--- src/rtl/osc_trim_pkg.sv ---
// Shared encodings for the oscillator trim controller.
package osc_trim_pkg;
    typedef enum logic [1:0] {
        SRC_PIN  = 2'd0,
        SRC_XTAL = 2'd1,
        SRC_SOF  = 2'd2,
        SRC_NONE = 2'd3
    } ref_src_e;

    localparam int unsigned FLG_OK   = 0;
    localparam int unsigned FLG_WARN = 1;
    localparam int unsigned FLG_ERR  = 2;
    localparam int unsigned FLG_EREF = 3;
    localparam int unsigned NUM_FLG  = 4;

    localparam int unsigned CAUSE_CLK  = 0;
    localparam int unsigned CAUSE_MISS = 1;
    localparam int unsigned CAUSE_TRIM = 2;
    localparam int unsigned NUM_CAUSE  = 3;
endpackage

--- src/rtl/ref_event_gen.sv ---
// Selects a hardware strobe, detects the chosen edge, and divides edges by a
// power of two. Assumes all strobes are already synchronous to clk.
module ref_event_gen
    import osc_trim_pkg::*;
#(
    parameter int unsigned PSC_W = 3
) (
    input  logic             clk,
    input  logic             rst_n,
    input  logic [1:0]       src,
    input  logic             pol,
    input  logic [PSC_W-1:0] psc,
    input  logic             in_pin,
    input  logic             in_xtal,
    input  logic             in_sof,
    output logic             hw_evt
);
    localparam int unsigned DIV_MAX = (1 << ((1 << PSC_W) - 1));
    localparam int unsigned DCNT_W  = $clog2(DIV_MAX) + 1;

    logic              sel;
    logic              prev_q;
    logic              edge_det;
    logic [DCNT_W-1:0] div_q;
    logic [DCNT_W-1:0] div_mask;

    // Route the selected strobe.
    always_comb begin
        unique case (ref_src_e'(src))
            SRC_PIN:  sel = in_pin;
            SRC_XTAL: sel = in_xtal;
            SRC_SOF:  sel = in_sof;
            default:  sel = 1'b0;
        endcase
    end

    // Remember last strobe level for edge detection.
    always_ff @(posedge clk) begin
        if (!rst_n) prev_q <= 1'b0;
        else        prev_q <= sel;
    end

    // Edge of the requested polarity and terminal count of the divider.
    always_comb begin
        edge_det = pol ? (sel & ~prev_q) : (~sel & prev_q);
        div_mask = DCNT_W'((DIV_MAX'(1) << psc) - 1);
        hw_evt   = edge_det && (div_q >= div_mask);
    end

    // Count edges, wrapping at each produced event.
    always_ff @(posedge clk) begin
        if (!rst_n)        div_q <= '0;
        else if (hw_evt)   div_q <= '0;
        else if (edge_det) div_q <= div_q + 1'b1;
    end
endmodule

--- src/rtl/trim_counter.sv ---
// Reload counter: loads, counts down to zero, then up; captures value and
// direction on each sync event and classifies the capture against the limit.
// Assumes CNT_W is at least LIM_W + 2 so three times the limit fits.
module trim_counter #(
    parameter int unsigned CNT_W = 16,
    parameter int unsigned LIM_W = 8
) (
    input  logic             clk,
    input  logic             rst_n,
    input  logic             cnt_en,
    input  logic             sync_raw,
    input  logic [CNT_W-1:0] reload,
    input  logic [LIM_W-1:0] limit,
    output logic [CNT_W-1:0] cap_value,
    output logic             cap_dir,
    output logic             hit_ok,
    output logic             hit_warn,
    output logic             hit_err,
    output logic             warn_early,
    output logic             hit_zero,
    output logic             hit_miss
);
    localparam int unsigned WIN_W = LIM_W + 2;
    localparam logic [CNT_W-1:0] CNT_MAX = '1;

    logic             run_q;
    logic             dir_q;
    logic [CNT_W-1:0] cnt_q;
    logic             start;
    logic             running;
    logic             sync;
    logic [CNT_W-1:0] lim_ext;
    logic [CNT_W-1:0] win_ext;

    // Decode the start cycle, running state and gated sync.
    always_comb begin
        start   = cnt_en & ~run_q;
        running = cnt_en & run_q;
        sync    = sync_raw & running;
        lim_ext = CNT_W'(limit);
        win_ext = CNT_W'(WIN_W'(limit) * WIN_W'(3));
    end

    // Track the enable one cycle late to find the start cycle.
    always_ff @(posedge clk) begin
        if (!rst_n) run_q <= 1'b0;
        else        run_q <= cnt_en;
    end

    // Counter value and direction.
    always_ff @(posedge clk) begin
        if (!rst_n) begin
            cnt_q <= '0;
            dir_q <= 1'b1;
        end else if (start || sync) begin
            cnt_q <= reload;
            dir_q <= 1'b1;
        end else if (running) begin
            if (dir_q) begin
                if (cnt_q == '0) begin
                    dir_q <= 1'b0;
                    cnt_q <= CNT_W'(1);
                end else begin
                    cnt_q <= cnt_q - 1'b1;
                end
            end else if (cnt_q != CNT_MAX) begin
                cnt_q <= cnt_q + 1'b1;
            end
        end
    end

    // Capture register.
    always_ff @(posedge clk) begin
        if (!rst_n) begin
            cap_value <= '0;
            cap_dir   <= 1'b0;
        end else if (sync) begin
            cap_value <= cnt_q;
            cap_dir   <= dir_q;
        end
    end

    // Classify the live counter value at a sync event.
    always_comb begin
        hit_ok     = sync && (cnt_q <= lim_ext);
        hit_warn   = sync && (cnt_q > lim_ext) && (cnt_q <= win_ext);
        hit_err    = sync && (cnt_q > win_ext);
        warn_early = dir_q;
        hit_zero   = running && !sync && dir_q && (cnt_q == '0);
        hit_miss   = running && !sync && !dir_q && (cnt_q > win_ext);
    end
endmodule

--- src/rtl/trim_stepper.sv ---
// Holds the trim code: software load, or one-step hardware adjustment on a
// warning, saturating at the range ends and reporting the blocked step.
module trim_stepper #(
    parameter int unsigned TRIM_W = 6
) (
    input  logic              clk,
    input  logic              rst_n,
    input  logic              auto_trim,
    input  logic              wr,
    input  logic [TRIM_W-1:0] wdata,
    input  logic              warn,
    input  logic              early,
    output logic [TRIM_W-1:0] code,
    output logic              step_fault
);
    localparam logic [TRIM_W-1:0] CODE_MID = TRIM_W'(1 << (TRIM_W - 1));
    localparam logic [TRIM_W-1:0] CODE_TOP = '1;

    logic step_up;
    logic step_dn;

    // Decide whether a hardware step is requested and whether it is legal.
    always_comb begin
        step_up    = auto_trim && !wr && warn && early;
        step_dn    = auto_trim && !wr && warn && !early;
        step_fault = (step_up && code == CODE_TOP) || (step_dn && code == '0);
    end

    // Update the trim code.
    always_ff @(posedge clk) begin
        if (!rst_n)                          code <= CODE_MID;
        else if (wr)                         code <= wdata;
        else if (step_up && code != CODE_TOP) code <= code + 1'b1;
        else if (step_dn && code != '0)       code <= code - 1'b1;
    end
endmodule

--- src/rtl/flag_bank.sv ---
// Sticky status flags with per-flag clear, shared error clear and enables.
// A set in the same cycle as a clear wins.
module flag_bank
    import osc_trim_pkg::*;
(
    input  logic                 clk,
    input  logic                 rst_n,
    input  logic                 set_ok,
    input  logic                 set_warn,
    input  logic                 set_eref,
    input  logic [NUM_CAUSE-1:0] set_cause,
    input  logic [NUM_FLG-1:0]   clr,
    input  logic [NUM_FLG-1:0]   ien,
    output logic [NUM_FLG-1:0]   flags,
    output logic [NUM_CAUSE-1:0] cause,
    output logic                 irq
);
    logic [NUM_FLG-1:0] simple_q;

    // Independent flags: OK, warning, expect-reference.
    always_ff @(posedge clk) begin
        if (!rst_n) begin
            simple_q <= '0;
        end else begin
            simple_q[FLG_OK]   <= set_ok   | (simple_q[FLG_OK]   & ~clr[FLG_OK]);
            simple_q[FLG_WARN] <= set_warn | (simple_q[FLG_WARN] & ~clr[FLG_WARN]);
            simple_q[FLG_EREF] <= set_eref | (simple_q[FLG_EREF] & ~clr[FLG_EREF]);
            simple_q[FLG_ERR]  <= 1'b0;
        end
    end

    // Error causes share one clear bit.
    for (genvar i = 0; i < NUM_CAUSE; i++) begin : g_cause
        always_ff @(posedge clk) begin
            if (!rst_n) cause[i] <= 1'b0;
            else        cause[i] <= set_cause[i] | (cause[i] & ~clr[FLG_ERR]);
        end
    end

    // Assemble the flag vector and the interrupt.
    always_comb begin
        flags          = simple_q;
        flags[FLG_ERR] = |cause;
        irq            = |(flags & ien);
    end
endmodule

--- src/rtl/osc_trim_ctrl.sv ---
// Top of the oscillator trim controller. Assumes every input is synchronous
// to the oscillator clock and that control fields are static or change
// between events.
module osc_trim_ctrl
    import osc_trim_pkg::*;
#(
    parameter int unsigned CNT_W  = 16,
    parameter int unsigned LIM_W  = 8,
    parameter int unsigned TRIM_W = 6,
    parameter int unsigned PSC_W  = 3
) (
    input  logic              clk,
    input  logic              rst_n,
    input  logic              cnt_en,
    input  logic              auto_trim,
    input  logic [1:0]        ref_src,
    input  logic              ref_pol,
    input  logic [PSC_W-1:0]  ref_psc,
    input  logic [CNT_W-1:0]  reload_val,
    input  logic [LIM_W-1:0]  limit_val,
    input  logic              ref_pin,
    input  logic              ref_xtal,
    input  logic              ref_sof,
    input  logic              sw_pulse,
    input  logic              trim_wr,
    input  logic [TRIM_W-1:0] trim_wdata,
    input  logic [3:0]        irq_en,
    input  logic [3:0]        flag_clr,
    output logic [TRIM_W-1:0] trim_code,
    output logic [CNT_W-1:0]  cap_value,
    output logic              cap_dir,
    output logic              flag_ok,
    output logic              flag_warn,
    output logic              flag_err,
    output logic              flag_eref,
    output logic [2:0]        err_cause,
    output logic              irq
);
    logic               hw_evt;
    logic               sync_raw;
    logic               hit_ok, hit_warn, hit_err, warn_early, hit_zero, hit_miss;
    logic               trim_fault;
    logic [NUM_FLG-1:0] flags;

    // Software pulse joins the hardware event path.
    assign sync_raw = hw_evt | sw_pulse;

    ref_event_gen #(.PSC_W(PSC_W)) u_evt (
        .clk     (clk),
        .rst_n   (rst_n),
        .src     (ref_src),
        .pol     (ref_pol),
        .psc     (ref_psc),
        .in_pin  (ref_pin),
        .in_xtal (ref_xtal),
        .in_sof  (ref_sof),
        .hw_evt  (hw_evt)
    );

    trim_counter #(.CNT_W(CNT_W), .LIM_W(LIM_W)) u_cnt (
        .clk        (clk),
        .rst_n      (rst_n),
        .cnt_en     (cnt_en),
        .sync_raw   (sync_raw),
        .reload     (reload_val),
        .limit      (limit_val),
        .cap_value  (cap_value),
        .cap_dir    (cap_dir),
        .hit_ok     (hit_ok),
        .hit_warn   (hit_warn),
        .hit_err    (hit_err),
        .warn_early (warn_early),
        .hit_zero   (hit_zero),
        .hit_miss   (hit_miss)
    );

    trim_stepper #(.TRIM_W(TRIM_W)) u_trim (
        .clk        (clk),
        .rst_n      (rst_n),
        .auto_trim  (auto_trim),
        .wr         (trim_wr),
        .wdata      (trim_wdata),
        .warn       (hit_warn),
        .early      (warn_early),
        .code       (trim_code),
        .step_fault (trim_fault)
    );

    flag_bank u_flags (
        .clk       (clk),
        .rst_n     (rst_n),
        .set_ok    (hit_ok),
        .set_warn  (hit_warn),
        .set_eref  (hit_zero),
        .set_cause ({trim_fault, hit_miss, hit_err}),
        .clr       (flag_clr),
        .ien       (irq_en),
        .flags     (flags),
        .cause     (err_cause),
        .irq       (irq)
    );

    assign flag_ok   = flags[FLG_OK];
    assign flag_warn = flags[FLG_WARN];
    assign flag_err  = flags[FLG_ERR];
    assign flag_eref = flags[FLG_EREF];
endmodule

--- config.mk ---
export PLATFORM = sky130hd
export DESIGN_NAME = osc_trim_ctrl
export DESIGN_NICKNAME = d
export VERILOG_FILES = /design/src/rtl/osc_trim_pkg.sv /design/src/rtl/ref_event_gen.sv /design/src/rtl/trim_counter.sv /design/src/rtl/trim_stepper.sv /design/src/rtl/flag_bank.sv /design/src/rtl/osc_trim_ctrl.sv
export SDC_FILE = /design/constraint.sdc
export NUM_CORES = 1
export LEC_CHECK = 0
export CORE_ASPECT_RATIO = 0.8
export CORE_MARGIN = 2
export CORE_UTILIZATION = 31
export CTS_BUF_LIST = sky130_fd_sc_hd__clkbuf_8
export DETAILED_ROUTE_END_ITERATION = 10
export HOLD_SLACK_MARGIN = 0.08
export MAX_ROUTING_LAYER = met4
export SLEW_MARGIN = 10
export SYNTH_ARGS = -nofsm -noshare
export SYNTH_HDL_FRONTEND = slang
export SYNTH_HIERARCHICAL = 1
export SYNTH_SLANG_ARGS = --single-unit
--- constraint.sdc ---
create_clock -name clk -period 11.45 [get_ports clk]
set_clock_uncertainty 0.2 [all_clocks]
set_input_delay 1.7175 -clock clk [delete_from_list [all_inputs] [get_ports clk]]
set_output_delay 1.7175 -clock clk [all_outputs]
set_load 0.05 [all_outputs]
==> results of run 1 <==
==> path summary, 6_finish.rpt <==
| path | to | depth (start not counted) | slack [ns] | startpoint |
|---|---|---|---|---|
| hold reg to reg | u_cnt/cap_value[14]$_SDFFE_PN0P_ | 2 | 0.27 | u_cnt/cap_value[14]$_SDFFE_PN0P_ |
| hold / removal | u_cnt/cap_value[14]$_SDFFE_PN0P_ | 2 | 0.27 | u_cnt/cap_value[14]$_SDFFE_PN0P_ |
| setup / recovery | u_trim/code[4]$_SDFFE_PN0P_ | 18 | 4.79 | ref_psc[1] |
| setup reg to reg | u_trim/code[4]$_SDFFE_PN0P_ | 17 | 6.56 | u_evt/div_q[0]$_SDFFE_PP0P_ |
==> cell usage in the layout (no fill, tap or decap), types with 12 or more instances in the layout <==
cell type        synthesis  routed
nand3_1                 32      32
o21ai_0                 30      30
nor3_1                  15      15
ha_1                    41      41
nor2_1                  30      30
a21boi_0                18      18
nand2_1                 77      77
inv_1                   25      25
and3_1                  12      12
xor2_1                  15      15
nor2b_1                 15      15
dfxtp_1                 56      56
clkdlybuf4s50_1          0      82
a21oi_1                 20      20
xnor2_1                 14      14
nand4_1                 13      13
==> cell usage after synthesis, types with 15 or more instances <==
| library cell | instances | area (µm²) |
|---|---|---|
| inv_1 | 25 | 93.84 |
| ha_1 | 41 | 513.0 |
| o21ai_0 | 30 | 150.1 |
| nand3_1 | 32 | 160.2 |
| clkbuf_1 | 27 | 101.4 |
| nor3_1 | 15 | 75.07 |
| nor2_1 | 30 | 112.6 |
| dfxtp_1 | 56 | 1121 |
| a21oi_1 | 20 | 100.1 |
| a21boi_0 | 18 | 135.1 |
| nor2b_1 | 15 | 93.84 |
| nand2_1 | 77 | 289.0 |
| xor2_1 | 15 | 131.4 |
==> kinds of logic (layout without fill, tap and decap cells) <==
family	Yosys count	after routing	synth area share, %
other	1	1	0.08379
and+or+nand+nor	235	235	27.45
buffers and inverters	61	119	5.759
AOI/OAI and AO/OA	143	143	22.95
adders and majority gates	43	43	12.36
xor gates and xnor gates	29	29	5.675
DFF	56	56	25.05
muxes	3	3	0.6710
==> routing by layer <==
metal | routed length [µm] | track usage (%)
met5 | 0 | -
met4 | 110 | 3.605
met3 | 693 | 2.581
met2 | 5844 | 27.36
met1 | 6278 | 23.74
==> registers in the layout, summed over array words and instances (netlist names) <==
| name | flops |
|---|---|
| u_cnt/cap_value | 16 |
| u_cnt/cnt_q | 16 |
| u_evt/div_q | 8 |
| u_trim/code | 6 |
| u_flags/cause | 3 |
| u_flags/simple_q | 3 |
| u_cnt/cap_dir | 1 |
| u_cnt/run_q | 1 |
| u_cnt/warn_early | 1 |
| u_evt/prev_q | 1 |
==> worst max-delay path, cell delays in order <==
cell,delay [ns]
clkdlybuf4s50_1,0.48
or3_1,0.37
ha_1,0.27
and3_1,0.13
o21ai_0,0.07
a311o_2,0.51
a21oi_1,0.17
or2_1,0.18
nand3_1,0.50
a211oi_1,0.51
and4b_1,0.28
o21ai_0,0.29
fa_1,0.50
a21o_1,0.19
a21oi_1,0.16
xnor2_1,0.14
nand2_1,0.07
a31oi_1,0.17
==> stage by stage <==
step / hold slack [ns] / setup WS (ns) / utilization [%] / power [µW]
after detailed placement: 0.2633 / 4.469 / 37.93 / 412.0
after global routing: 0.2981 / 4.267 / 38.61 / 564.1
after CTS: 0.2790 / 4.778 / 38.61 / 534.4
after floorplan: 0.2614 / 5.480 / - / 353.5
final: 0.2744 / 4.792 / 38.61 / 532.8
after global placement: 0.2591 / 4.622 / 37.93 / 408.0
==> power groups by stage <==
stage	Sequential, µW	Combinational [µW]	Clock, µW
2_1_floorplan	226	128	0
3_3_place_gp	233	175	0
3_5_place_dp	233	179	0
4_1_cts	229	180	126
5_1_grt	232	200	132
6_report	230	180	123
==> layout make-up <==
type	instances	area, µm²
clock buffers	5	68.82
multi-input cells	454	3097
repair buffers	85	840.8
inverters	26	97.59
flip-flops and latches	56	1121
clock inverters	3	27.53
fillers	1442	8717
well taps	184	230.2
==> impl_metrics.env, run 1 <==
export IMPL_grt_pass1_wl_um=21460
export IMPL_startpoint_type="primary input"
export IMPL_clk_pin_slew_ns=0.11
export IMPL_clockRootBuffer="clkbuf_8"
export IMPL_die_h_um=111.5
export IMPL_peakVddDrop_uv=52.75
export IMPL_drt_drc_violations_left=0
export IMPL_timing_final_crit_share_pct=58.15
export IMPL_syn_inst=571
export IMPL_area_delta_synth_final_pct=22.50
export IMPL_drtIter0Drc=395
export IMPL_finalMaxSlewViolations=0
export IMPL_cts_made_buffers=5
export IMPL_setup_viol=0
export IMPL_cts_tree="built"
export IMPL_row_count=39
export IMPL_synth_nets=667
export IMPL_cts_sinks=56
export IMPL_gr_usage_all_layers_pct=17.35
export IMPL_clk_latency_ns=0.34
export IMPL_final_layout_size_suffix_gt1_share_pct=4.928
export IMPL_synthFlopType="dfxtp_1"
export IMPL_power_density_nw_per_um2=97.18
export IMPL_postCtsSetupBuffers=0
export IMPL_hold_buffers=0
export IMPL_synth_seq_area_share_pct=25.05
export IMPL_place_area_um2=5386
export IMPL_synth_seq_cells=56
export IMPL_start_util_pct=31.52
export IMPL_gp_congestion=0.8681
export IMPL_stdcell_count=813
export IMPL_switching_share_pct=37.63
export IMPL_place_port_buffers=83
export IMPL_yosysUniqueCellTypes=71
export IMPL_htreeDepth=2
export IMPL_die_w_um=138.3
export IMPL_rsz0062_at_grt="false"
export IMPL_placed_cells=805
export IMPL_cp_end_kind="register"
export IMPL_outcome="complete, no violations"
export IMPL_core_area_um2=14200
export IMPL_vias=4417
export IMPL_synthArstFlopShare_pct=0
export IMPL_grt_max_degree=60
export IMPL_worstHoldPathType="reg2reg"
export IMPL_dpl_hpwl_um=9623
export IMPL_antenna_found_initial=0
export IMPL_dr_pass1_iters=5
export IMPL_ant_nets=0
export IMPL_p_leak_uw=0.002099
export IMPL_fin_crit_ns=6.658
export IMPL_power_frac_seq_pct=43.1
export IMPL_syn_area_um2=4476
export IMPL_yosysWarnings=6
export IMPL_p_int_uw=332.3
export IMPL_slew_headroom_pct=21.58
export IMPL_required_ns=11.51
export IMPL_avgSynthCellArea_um2=7.838
export IMPL_nNetsFinal=724
export IMPL_routed_wl_um=12930
export IMPL_cts_buffer_depth=2
export IMPL_diodes=0
export IMPL_grt_pass1_vias=4185
export IMPL_clkPwrFrac_pct=23.2
export IMPL_grt_overflow=0
export IMPL_synth_edf_count=0
export IMPL_tns_ns=0
export IMPL_final_area_um2=5483
export IMPL_crit_fanout=18
export IMPL_pwr_share_comb_pct=33.7
export IMPL_fmaxAchievable_ghz=0.1502
export IMPL_routed_via_density=5.433
export IMPL_cts_resized=0
export IMPL_wl_per_cell_um=15.90
export IMPL_critical_path_class="in2reg"
export IMPL_switchingPower_uw=200.5
export IMPL_drv_cap=0
export IMPL_die_area_um2=15420
export IMPL_critPathArrivalTime_ns=6.72
export IMPL_hold_viol_final=0
export IMPL_tightest_slew_ns=1.174
export IMPL_io_pins=84
Power figures use the tool's default switching activity.
==> run 2: changes to the inputs <==
- clock period: 11.45 -> 6.2 ns (I/O delays scaled with it)
==> run 2 against run 1 <==
Against the previous run: first-iteration DRC count fell by 24%; design area grew 0.55%; worst hold slack hardly changed; highest routed layer unchanged; core utilization increased by 0.21 points; non-clock buffer count is 2 higher; sequential power rose by 84%; critical path depth up 6; sequential share of layout area fell by 0.11 points; count of clock-buffer cells in the layout unchanged; final cell count grew 0.25%.
==> impl_metrics.env, run 2 (synthesis results as in run 1) <==
export IMPL_reg2reg_depth=14
export IMPL_power_frac_seq_pct=41.7
export IMPL_die_area_um2=15420
export IMPL_cts_made_buffers=5
export IMPL_gr_usage_all_layers_pct=17.63
export IMPL_finalMaxSlewViolations=0
export IMPL_antenna_found_initial=0
export IMPL_peakVddDrop_uv=89.36
export IMPL_critical_path_class="in2reg"
export IMPL_area_delta_synth_final_pct=23.18
export IMPL_grt_max_degree=59
export IMPL_cts_buffer_depth=2
export IMPL_drtIter0Drc=301
export IMPL_place_port_buffers=83
export IMPL_htreeDepth=2
export IMPL_outcome="complete, no violations"
export IMPL_drv_cap=0
export IMPL_r2r_end="u_trim/code[4]$_SDFFE_PN0P_"
export IMPL_crit_end="u_trim/code[4]$_SDFFE_PN0P_"
export IMPL_vias=4373
export IMPL_required_ns=6.27
export IMPL_power_density_nw_per_um2=184.1
export IMPL_postCtsSetupBuffers=0
export IMPL_grt_overflow=0
export IMPL_final_layout_size_suffix_gt1_share_pct=5.071
export IMPL_startpoint="limit_val[1]"
export IMPL_worstHoldPathType="reg2reg"
export IMPL_grt_pass1_wl_um=21810
export IMPL_startpoint_type="primary input"
export IMPL_core_area_um2=14200
export IMPL_drt_drc_violations_left=0
export IMPL_p_leak_uw=0.002122
export IMPL_rsz0062_at_grt="false"
export IMPL_fin_crit_ns=5.729
export IMPL_p_int_uw=652.1
export IMPL_io_pins=84
export IMPL_slew_headroom_pct=29.09
export IMPL_holdWs_ns=0.2743
export IMPL_ant_nets=0
export IMPL_clk_latency_ns=0.33
export IMPL_wl_per_cell_um=16.22
export IMPL_nNetsFinal=726
export IMPL_switching_share_pct=35.75
export IMPL_clkPwrFrac_pct=25.2
export IMPL_layout_commonest_cell="clkdlybuf4s50_1"
export IMPL_row_count=39
export IMPL_clockRootBuffer="clkbuf_8"
export IMPL_die_w_um=138.3
export IMPL_die_h_um=111.5
export IMPL_finish_utilization_pct=38.82
export IMPL_timing_final_crit_share_pct=92.41
export IMPL_dr_pass1_iters=5
export IMPL_clk_pin_slew_ns=0.11
export IMPL_tightest_slew_ns=1.057
export IMPL_gp_congestion=0.9032
export IMPL_r2r_slack_ns=1.87
export IMPL_routed_via_density=5.366
export IMPL_pwr_share_comb_pct=33.0
export IMPL_cts_tree="built"
export IMPL_grt_pass1_vias=4246
export IMPL_reg2reg_from="u_cnt/cnt_q[10]$_SDFFE_PN0P_"
export IMPL_cts_sinks=56
export IMPL_crit_fanout=6
export IMPL_cp_end_kind="register"
export IMPL_largestRegisters="u_cnt/cap_value: 16 flops, u_cnt/cnt_q: 16 flops, u_evt/div_q: 8 flops"
export IMPL_start_util_pct=31.52
export IMPL_routed_wl_um=13220
export IMPL_dpl_hpwl_um=9848
export IMPL_setup_viol=0
export IMPL_hold_viol_final=0
export IMPL_switchingPower_uw=362.9
export IMPL_diodes=0
export IMPL_final_cell_mix="clkdlybuf4s50_1, nand2_1, dfxtp_1, ha_1, nand3_1"
export IMPL_fmaxAchievable_ghz=0.1745
export IMPL_critPathArrivalTime_ns=5.80
[run 2: changes by cell type in the layout (fill, tap and decap cells not counted)]
| cell | delta |
|---|---|
| inv_1 | +1 |
| clkinv_4 | -1 |
| bufinv_16 | +1 |
| inv_6 | +1 |
| inv_8 | -1 |
| o21ai_1 | +1 |
| clkinvlp_4 | -1 |
| buf_4 | +2 |
| o21ai_0 | -1 |
[run 2: timing repair]
action	CTS	global route
hold buffers	0	0
gates resized for setup	0	1
endpoints found under the setup margin	0	1
[run 2: power groups by stage]
| stage | clock network [µW] | logic [µW] | registers [µW] |
|---|---|---|---|
| finish | 256 | 335 | 423 |
| global placement | 0 | 324 | 431 |
| detailed placement | 0 | 331 | 431 |
| global route | 277 | 373 | 428 |
| floorplan | 0 | 236 | 417 |
| CTS | 264 | 334 | 422 |
[run 2: routing by layer]
metal  vias up  wire length, µm  global-route usage (%)
met4         0              190                   4.490
met2       109             5926                   27.23
li1       2188                -                       -
met3        17              549                   2.323
met1      2059             6555                   24.43
met5         -                0                       -
[run 2: worst min path at each step]
| stage | start | to | slack [ns] | depth (start not counted) |
|---|---|---|---|---|
| after floorplan | u_evt/div_q[1]$_SDFFE_PP0P_ | u_evt/div_q[1]$_SDFFE_PP0P_ | 0.26 | 2 |
| after global placement | u_cnt/cap_value[1]$_SDFFE_PN0P_ | u_cnt/cap_value[1]$_SDFFE_PN0P_ | 0.26 | 2 |
| after detailed placement | u_cnt/cap_value[13]$_SDFFE_PN0P_ | u_cnt/cap_value[13]$_SDFFE_PN0P_ | 0.27 | 2 |
| after CTS | u_cnt/cap_value[13]$_SDFFE_PN0P_ | u_cnt/cap_value[13]$_SDFFE_PN0P_ | 0.28 | 2 |
| after global routing | u_cnt/cap_value[10]$_SDFFE_PN0P_ | u_cnt/cap_value[10]$_SDFFE_PN0P_ | 0.30 | 2 |
| final | u_cnt/cap_value[1]$_SDFFE_PN0P_ | u_cnt/cap_value[1]$_SDFFE_PN0P_ | 0.27 | 2 |
[run 2: cell type report]
class                   instances  area, µm²
repair buffers                 87      855.8
clock inverters                 3      42.54
well taps                     184      230.2
multi-input cells             454       3097
fillers                      1450       8687
clock buffers                   5      68.82
inverters                      26      97.59
flip-flops and latches         56       1121
[run 2: metrics by stage]
stage            TNS [ns]  cell area (µm²)  total power (µW)  worst slack [ns]  cells
3_5_place_dp   -0.0009726             5401             761.9        -0.0009726    807
6_report                0             5513              1015            0.4707    815
4_1_cts                 0             5513              1020            0.3151    815
5_1_grt                 0             5513              1077            0.1472    815
3_3_place_gp            0             5401             755.2            0.2744    807
2_1_floorplan           0             4476             652.9             1.017    571
[run 2: critical path, stage by stage]
cell,delay (ns)
clkdlybuf4s50_1,0.51
ha_1,0.19
inv_1,0.06
fa_1,0.40
nor2b_1,0.14
o21ai_0,0.10
nand2b_1,0.13
a21o_1,0.13
a21o_1,0.14
a21oi_1,0.08
ha_1,0.30
a21o_1,0.20
nor3_1,0.13
nand2_1,0.07
o22a_1,0.21
a211oi_1,0.39
and4b_1,0.28
o21ai_1,0.20
fa_1,0.47
a21o_1,0.20
a21oi_1,0.17
xnor2_1,0.13
nand2_1,0.07
a31oi_1,0.16
